$ cat src/rtl/acc_exec_pkg.sv
package acc_exec_pkg;
  localparam int DATA_W  = 8;
  localparam int ADDR_W  = 7;
  localparam int INSTR_W = 14;
  localparam int BIT_W   = $clog2(DATA_W);

  typedef enum logic [4:0] {
    OP_NONE, OP_MOVWF, OP_CLR, OP_SUB, OP_DEC, OP_IOR, OP_AND, OP_XOR,
    OP_ADD, OP_MOV, OP_COM, OP_INC, OP_DECSZ, OP_RR, OP_RL, OP_SWAP,
    OP_INCSZ, OP_BCLR, OP_BSET, OP_BTCLR, OP_BTSET, OP_LDL, OP_IORL,
    OP_ANDL, OP_XORL
  } op_e;

  typedef struct packed {
    op_e               op;
    logic              to_file;
    logic [BIT_W-1:0]  bit_sel;
    logic [ADDR_W-1:0] addr;
    logic [DATA_W-1:0] lit;
  } dec_t;

  typedef struct packed {
    logic [DATA_W-1:0] res;
    logic              wr_file;
    logic              wr_w;
    logic              upd_z;
    logic              upd_c;
    logic              c;
    logic              upd_dc;
    logic              dc;
    logic              skip;
  } alu_t;
endpackage

$ cat src/rtl/acc_decode.sv
module acc_decode
  import acc_exec_pkg::*;
(
  input  logic [INSTR_W-1:0] instr_i,
  output dec_t               dec_o
);
  always_comb begin
    dec_o.op      = OP_NONE;
    dec_o.to_file = instr_i[7];
    dec_o.bit_sel = instr_i[9:7];
    dec_o.addr    = instr_i[ADDR_W-1:0];
    dec_o.lit     = instr_i[DATA_W-1:0];
    unique case (instr_i[13:12])
      2'b00: begin
        unique case (instr_i[11:8])
          4'h0: dec_o.op = instr_i[7] ? OP_MOVWF : OP_NONE;
          4'h1: dec_o.op = OP_CLR;
          4'h2: dec_o.op = OP_SUB;
          4'h3: dec_o.op = OP_DEC;
          4'h4: dec_o.op = OP_IOR;
          4'h5: dec_o.op = OP_AND;
          4'h6: dec_o.op = OP_XOR;
          4'h7: dec_o.op = OP_ADD;
          4'h8: dec_o.op = OP_MOV;
          4'h9: dec_o.op = OP_COM;
          4'ha: dec_o.op = OP_INC;
          4'hb: dec_o.op = OP_DECSZ;
          4'hc: dec_o.op = OP_RR;
          4'hd: dec_o.op = OP_RL;
          4'he: dec_o.op = OP_SWAP;
          default: dec_o.op = OP_INCSZ;
        endcase
      end
      2'b01: begin
        unique case (instr_i[11:10])
          2'b00:   dec_o.op = OP_BCLR;
          2'b01:   dec_o.op = OP_BSET;
          2'b10:   dec_o.op = OP_BTCLR;
          default: dec_o.op = OP_BTSET;
        endcase
      end
      2'b11: begin
        unique case (instr_i[11:8])
          4'h0:    dec_o.op = OP_LDL;
          4'h8:    dec_o.op = OP_IORL;
          4'h9:    dec_o.op = OP_ANDL;
          4'ha:    dec_o.op = OP_XORL;
          default: dec_o.op = OP_NONE;
        endcase
      end
      default: dec_o.op = OP_NONE;
    endcase
  end
endmodule

$ cat src/rtl/acc_alu.sv
module acc_alu
  import acc_exec_pkg::*;
(
  input  dec_t              dec_i,
  input  logic [DATA_W-1:0] f_i,
  input  logic [DATA_W-1:0] w_i,
  input  logic              c_i,
  output alu_t              alu_o
);
  logic [DATA_W:0]   sum;
  logic [DATA_W-1:0] mask;

  assign sum  = {1'b0, f_i} + {1'b0, w_i};
  assign mask = DATA_W'(1) << dec_i.bit_sel;

  always_comb begin
    alu_o         = '0;
    alu_o.wr_file = dec_i.to_file;
    alu_o.wr_w    = ~dec_i.to_file;
    unique case (dec_i.op)
      OP_MOVWF: alu_o.res = w_i;
      OP_CLR:   begin alu_o.res = '0; alu_o.upd_z = 1'b1; end
      OP_SUB: begin
        alu_o.res    = f_i - w_i;
        alu_o.upd_z  = 1'b1;
        alu_o.upd_c  = 1'b1;
        alu_o.c      = f_i >= w_i;
        alu_o.upd_dc = 1'b1;
        alu_o.dc     = f_i[3:0] >= w_i[3:0];
      end
      OP_ADD: begin
        alu_o.res    = sum[DATA_W-1:0];
        alu_o.upd_z  = 1'b1;
        alu_o.upd_c  = 1'b1;
        alu_o.c      = sum[DATA_W];
        alu_o.upd_dc = 1'b1;
        alu_o.dc     = (5'(f_i[3:0]) + 5'(w_i[3:0])) > 5'd15;
      end
      OP_DEC:   begin alu_o.res = f_i - 1'b1; alu_o.upd_z = 1'b1; end
      OP_INC:   begin alu_o.res = f_i + 1'b1; alu_o.upd_z = 1'b1; end
      OP_IOR:   begin alu_o.res = f_i | w_i;  alu_o.upd_z = 1'b1; end
      OP_AND:   begin alu_o.res = f_i & w_i;  alu_o.upd_z = 1'b1; end
      OP_XOR:   begin alu_o.res = f_i ^ w_i;  alu_o.upd_z = 1'b1; end
      OP_MOV:   begin alu_o.res = f_i;        alu_o.upd_z = 1'b1; end
      OP_COM:   begin alu_o.res = ~f_i;       alu_o.upd_z = 1'b1; end
      OP_DECSZ: begin
        alu_o.res  = f_i - 1'b1;
        alu_o.skip = (f_i - 1'b1) == '0;
      end
      OP_INCSZ: begin
        alu_o.res  = f_i + 1'b1;
        alu_o.skip = (f_i + 1'b1) == '0;
      end
      OP_RL: begin
        alu_o.res   = {f_i[DATA_W-2:0], c_i};
        alu_o.upd_c = 1'b1;
        alu_o.c     = f_i[DATA_W-1];
      end
      OP_RR: begin
        alu_o.res   = {c_i, f_i[DATA_W-1:1]};
        alu_o.upd_c = 1'b1;
        alu_o.c     = f_i[0];
      end
      OP_SWAP: alu_o.res = {f_i[3:0], f_i[7:4]};
      OP_BCLR: begin alu_o.res = f_i & ~mask; alu_o.wr_file = 1'b1; alu_o.wr_w = 1'b0; end
      OP_BSET: begin alu_o.res = f_i | mask;  alu_o.wr_file = 1'b1; alu_o.wr_w = 1'b0; end
      OP_BTCLR: begin
        alu_o.wr_file = 1'b0; alu_o.wr_w = 1'b0;
        alu_o.skip    = (f_i & mask) == '0;
      end
      OP_BTSET: begin
        alu_o.wr_file = 1'b0; alu_o.wr_w = 1'b0;
        alu_o.skip    = (f_i & mask) != '0;
      end
      OP_LDL:  begin alu_o.res = dec_i.lit; alu_o.wr_file = 1'b0; alu_o.wr_w = 1'b1; end
      OP_IORL: begin alu_o.res = w_i | dec_i.lit; alu_o.wr_file = 1'b0; alu_o.wr_w = 1'b1; alu_o.upd_z = 1'b1; end
      OP_ANDL: begin alu_o.res = w_i & dec_i.lit; alu_o.wr_file = 1'b0; alu_o.wr_w = 1'b1; alu_o.upd_z = 1'b1; end
      OP_XORL: begin alu_o.res = w_i ^ dec_i.lit; alu_o.wr_file = 1'b0; alu_o.wr_w = 1'b1; alu_o.upd_z = 1'b1; end
      default: begin alu_o.wr_file = 1'b0; alu_o.wr_w = 1'b0; end
    endcase
  end
endmodule

$ cat src/rtl/acc_regfile.sv
module acc_regfile #(
  parameter int ADDR_W = 7,
  parameter int DATA_W = 8
) (
  input  logic              clk_i,
  input  logic              rst_ni,
  input  logic              we_i,
  input  logic [ADDR_W-1:0] addr_i,
  input  logic [DATA_W-1:0] wdata_i,
  output logic [DATA_W-1:0] rdata_o,
  input  logic [ADDR_W-1:0] dbg_addr_i,
  output logic [DATA_W-1:0] dbg_data_o
);
  localparam int DEPTH = 2 ** ADDR_W;

  logic [DATA_W-1:0] mem [DEPTH];

  for (genvar i = 0; i < DEPTH; i++) begin : g_entry
    always_ff @(posedge clk_i or negedge rst_ni) begin
      if (!rst_ni)                               mem[i] <= '0;
      else if (we_i && addr_i == ADDR_W'(i))     mem[i] <= wdata_i;
    end
  end

  assign rdata_o    = mem[addr_i];
  assign dbg_data_o = mem[dbg_addr_i];
endmodule

$ cat src/rtl/acc_exec_unit.sv
module acc_exec_unit
  import acc_exec_pkg::*;
(
  input  logic               clk_i,
  input  logic               rst_ni,
  input  logic               valid_i,
  input  logic [INSTR_W-1:0] instr_i,
  input  logic [ADDR_W-1:0]  dbg_addr_i,
  output logic               skip_o,
  output logic [DATA_W-1:0]  w_o,
  output logic               flag_z_o,
  output logic               flag_c_o,
  output logic               flag_dc_o,
  output logic [DATA_W-1:0]  dbg_data_o
);
  dec_t              dec;
  alu_t              alu;
  logic [DATA_W-1:0] f_val;
  logic [DATA_W-1:0] w_q;
  logic              z_q, c_q, dc_q, skip_q;

  acc_decode u_dec (
    .instr_i (instr_i),
    .dec_o   (dec)
  );

  acc_regfile #(.ADDR_W(ADDR_W), .DATA_W(DATA_W)) u_rf (
    .clk_i      (clk_i),
    .rst_ni     (rst_ni),
    .we_i       (valid_i & alu.wr_file),
    .addr_i     (dec.addr),
    .wdata_i    (alu.res),
    .rdata_o    (f_val),
    .dbg_addr_i (dbg_addr_i),
    .dbg_data_o (dbg_data_o)
  );

  acc_alu u_alu (
    .dec_i (dec),
    .f_i   (f_val),
    .w_i   (w_q),
    .c_i   (c_q),
    .alu_o (alu)
  );

  always_ff @(posedge clk_i or negedge rst_ni) begin
    if (!rst_ni) begin
      w_q    <= '0;
      z_q    <= 1'b0;
      c_q    <= 1'b0;
      dc_q   <= 1'b0;
      skip_q <= 1'b0;
    end else begin
      skip_q <= valid_i & alu.skip;
      if (valid_i) begin
        if (alu.wr_w)   w_q  <= alu.res;
        if (alu.upd_z)  z_q  <= alu.res == '0;
        if (alu.upd_c)  c_q  <= alu.c;
        if (alu.upd_dc) dc_q <= alu.dc;
      end
    end
  end

  assign skip_o    = skip_q;
  assign w_o       = w_q;
  assign flag_z_o  = z_q;
  assign flag_c_o  = c_q;
  assign flag_dc_o = dc_q;
endmodule

$ cat config.mk
export PLATFORM = sky130hd
export DESIGN_NAME = acc_exec_unit
export DESIGN_NICKNAME = d
export VERILOG_FILES = /design/src/rtl/acc_exec_pkg.sv /design/src/rtl/acc_decode.sv /design/src/rtl/acc_alu.sv /design/src/rtl/acc_regfile.sv /design/src/rtl/acc_exec_unit.sv
export SDC_FILE = /design/constraint.sdc
export NUM_CORES = 2
export LEC_CHECK = 0
export CAP_MARGIN = 10
export CORE_MARGIN = 2
export CORE_UTILIZATION = 55
export CTS_BUF_LIST = sky130_fd_sc_hd__clkbuf_4 sky130_fd_sc_hd__clkbuf_8
export DETAILED_ROUTE_END_ITERATION = 12
export DONT_BUFFER_PORTS = 1
export PLACE_DENSITY_LB_ADDON = 0.2
export SYNTH_ARGS = -nofsm -noshare
export SYNTH_HDL_FRONTEND = slang
export SYNTH_SLANG_ARGS = --single-unit
$ cat constraint.sdc
create_clock -name clk_i -period 4.63 [get_ports clk_i]
set_input_delay 0.463 -clock clk_i [delete_from_list [all_inputs] [get_ports clk_i]]
set_output_delay 0.463 -clock clk_i [all_outputs]
set_load 0.02 [all_outputs]
==> impl_metrics.ini <==
[worst_setup_path]
cp-start-kind = primary input
arrival_ns = 6.67
worstPathMaxFanout = 346
cp-end-kind = flip-flop
cp.required_ns = 5.40
crit_type = in -> reg

[clock_tree]
cts.htree.levels = 4
insertion_delay_ns = 0.92
cts_root_buf = clkbuf_8
clkTransAtPathRegs_ns = 0.06
cts_buffer_depth = 3
cts_tree = built
cts.sinks = 1036
cts-buffers-inserted = 174

[logic_synthesis]
synth_fp_nets = 5073
synth_simple_gate_area_frac = 0.0950
synth-edff-count = 0
synth_adder_area_share = 0.00746
yosysUniqueCellTypes = 85
synthMuxAreaShare = 0.285
ys.flop_type = dfrtp_1
synth-seq-cells = 1036
synth_xor_area_frac = 0.00122
ys_async_sr_fraction = 1.00
syn_area_um2 = 57400
synth_top_family_by_area = multiplexers
synth_warnings = 0
synth.yosys.seq_area_share = 0.452
syn_avg_cell_area_um2 = 11.4
synth_compound_area_frac = 0.117
syn_inst = 5016

[status]
status = finished with violations
failed_checks = max-slew violations, negative setup slack

[timing]
min_period_ns = 5.90
rsz0062_at_grt = true
fin_ws_ns = -1.27
fmax_ghz = 0.169
slew_headroom = -0.576
setup-violations-final = 1034
fin_skew_ns = 0.0635
holdWs_ns = 0.102
hold_violations = 0
tightest_slew_ns = 2.36
slew_viol_final = 173
fin_crit_sh = 1.27

[finish]
layout.nets = 5456
design_area_um2 = 68900
drive_above_1_share = 0.362
area_growth_pct = 20.1

[route]
drc = 0
routedWlPerCell_um = 29.4
dr.first_iter.drc_count = 6309
vias = 47100
first_pass_iters = 6
viasPerCell = 6.81
drt_wl_total_um = 204000
ant_nets = 0

[global_route]
grt_antenna_before_repair = 10
grt-ovfl-total = 0
grt_max_degree = 1037
track_usage = 0.370
grt_pass1_vias = 45500
grt_pass1_wl_um = 294000

[die]
io_pins = 44
chipWidth_um = 327
core-area_um2 = 103000
initial_core_util = 0.554
die_area_um2 = 107000
die_y_um = 327
rows = 118

[power_and_ir_drop]
leakagePower_nw = 30.6
peakVddDrop_uv = 329
powerDensity_nw_per_um2 = 413

[placed_design]
placed_area_um2 = 62200
place.gp.congestion = 0.997
numPortBuffers = 0
dp_hpwl_um = 123000

[min_path]
min_path_type = in -> reg

[job]
cap_violations = 0
[kinds of logic after synthesis]
| kind of cell | after synthesis |
|---|---|
| buffers and inverters | 528 |
| AND/OR/NAND/NOR | 1281 |
| multiplexers | 959 |
| AO/OA/AOI/OAI | 1171 |
| flip-flops | 1036 |
| XOR/XNOR | 8 |
| adder cells (fa/ha/maj) | 33 |
[timing repair]
| item | CTS | global route |
|---|---|---|
| pin swaps | 19 | 102 |
| setup endpoints to repair | 750 | 738 |
| buffers inserted | 23 | 24 |
| endpoints found under the hold margin | 1040 | 419 |
| gates cloned | 18 | 28 |
| gates resized for setup | 77 | 320 |
| hold buffers | 1 | 2 |
[metal layers]
| metal | track usage | vias to the layer above | routed length, µm |
|---|---|---|---|
| met1 | 0.509 | 23700 | 75900 |
| li1 | - | 19500 | - |
| met4 | 0.195 | 10 | 12400 |
| met5 | 0 | - | 61 |
| met2 | 0.542 | 3190 | 90400 |
| met3 | 0.0982 | 715 | 24900 |
[registers in the layout, indices dropped and copies added (netlist names)]
signal     count
flag_dc_o      1
u_rf.mem    1024
flag_c_o       1
w_o            8
skip_o         1
flag_z_o       1
[worst paths after layout]
check	startpoint	endpoint	slack, ns	cells past startpoint
hold / removal	instr_i[4]	flag_z_o$_DFFE_PN0P_	0.10	4
max in group asynchronous	rst_ni	u_rf.mem[899]$_DFFE_PN0P_	1.61	5
min in group asynchronous	rst_ni	u_rf.mem[203]$_DFFE_PN0P_	0.11	2
hold reg to reg	u_rf.mem[369]$_DFFE_PN0P_	u_rf.mem[369]$_DFFE_PN0P_	0.50	2
setup reg to reg	u_rf.mem[193]$_DFFE_PN0P_	u_rf.mem[959]$_DFFE_PN0P_	-0.20	20
setup / recovery	instr_i[0]	u_rf.mem[959]$_DFFE_PN0P_	-1.27	21
[area by class of cell]
class                           count  area [µm²]
Clock inverter                     26         249
Tap cell                         1380        1730
Inverter                           32         128
Timing Repair Buffer              702        7070
Fill cell                        7539       34600
Sequential cell                  1036       25900
Clock buffer                      284        3550
Antenna cell                        3        7.51
Multi-Input combinational cell   3453       30300
[metrics by stage]
step | power, mW | setup WS [ns] | utilization | TNS, ns | cells
after floorplan | 14.1 | -0.195 | - | -34.98 | 5016
after global placement | 16.4 | -0.893 | 0.601 | -521.03 | 6511
after detailed placement | 16.5 | -0.967 | 0.601 | -547.58 | 6511
after CTS | 26.6 | -0.126 | 0.648 | -15.04 | 6862
after global routing | 29.2 | -0.264 | 0.666 | -56.58 | 6914
final | 28.5 | -1.27 | 0.666 | -823.23 | 6916
[synth_stat cells, types with 8 or more instances]
cell type	instances	area share
a21oi_1	197	0.017
buf_8	8	0.0021
a211oi_1	10	0.0013
or3_1	21	0.0023
mux4_2	516	0.20
a2111oi_0	8	0.0012
clkbuf_1	346	0.023
a221oi_1	10	0.0015
nor2b_1	15	0.0016
nand3_1	96	0.0084
a22o_1	14	0.0021
ha_1	31	0.0068
nand2b_1	17	0.0019
and2_1	9	0.00098
o32ai_1	8	0.0012
mux2i_1	188	0.033
buf_1	43	0.0028
buf_2	57	0.0050
mux2_2	255	0.050
nand2_1	741	0.048
a21o_1	8	0.0010
a31oi_1	39	0.0043
a22oi_1	108	0.014
inv_1	25	0.0016
and3_1	8	0.00087
o211ai_1	8	0.0010
nor4_1	13	0.0014
o21ai_0	658	0.057
buf_6	20	0.0039
nor3_1	53	0.0046
buf_4	20	0.0026
nand4_1	24	0.0026
o21ai_1	15	0.0013
nor2_1	249	0.016
o22ai_1	22	0.0024
dfrtp_1	1036	0.45
[placed cells by master, fill, tap and decap left out, types with 18 or more instances in the layout]
| cell type | synthesis | routed |
|---|---|---|
| dfrtp_1 | 1036 | 1036 |
| nand2_1 | 741 | 741 |
| buf_4 | 20 | 563 |
| o21ai_0 | 658 | 558 |
| mux4_2 | 516 | 516 |
| nor2_1 | 249 | 247 |
| clkbuf_8 | 0 | 226 |
| mux2_2 | 255 | 220 |
| mux2i_1 | 188 | 188 |
| a21oi_1 | 197 | 172 |
| a22oi_1 | 108 | 104 |
| o21ai_2 | 0 | 97 |
| nand3_1 | 96 | 95 |
| buf_12 | 2 | 69 |
| clkbuf_4 | 0 | 58 |
| nor3_1 | 53 | 47 |
| mux2_4 | 0 | 35 |
| a31oi_1 | 39 | 32 |
| nand4_1 | 24 | 24 |
| ha_1 | 31 | 23 |
| inv_1 | 25 | 22 |
| buf_16 | 0 | 22 |
| clkbuf_16 | 0 | 22 |
| or3_1 | 21 | 21 |
| a21oi_2 | 0 | 21 |
| buf_6 | 20 | 18 |
[worst max-delay path: stages]
cell,delay [ns]
mux4_2,1.38
a22o_1,0.28
a31oi_1,0.16
buf_4,0.14
nand4_1,0.09
buf_4,0.17
o22ai_2,0.17
inv_2,0.08
buf_4,0.16
ha_1,0.22
nor3_2,0.22
a31oi_2,0.13
nand2_1,0.07
o211ai_1,0.08
a21boi_2,0.17
a2111o_1,0.34
a221o_4,0.42
buf_12,0.19
buf_12,0.16
clkbuf_16,0.15
mux2_4,0.27
[where the power goes]
group	switching, mW	total [mW]	internal [mW]	leakage [nW]
Clock	3.98	8.98	5.00	2.02
Combinational	4.78	9.13	4.35	14.3
Sequential	0.574	10.3	9.77	14.3
No activity file was read; power rests on OpenSTA's default activity.
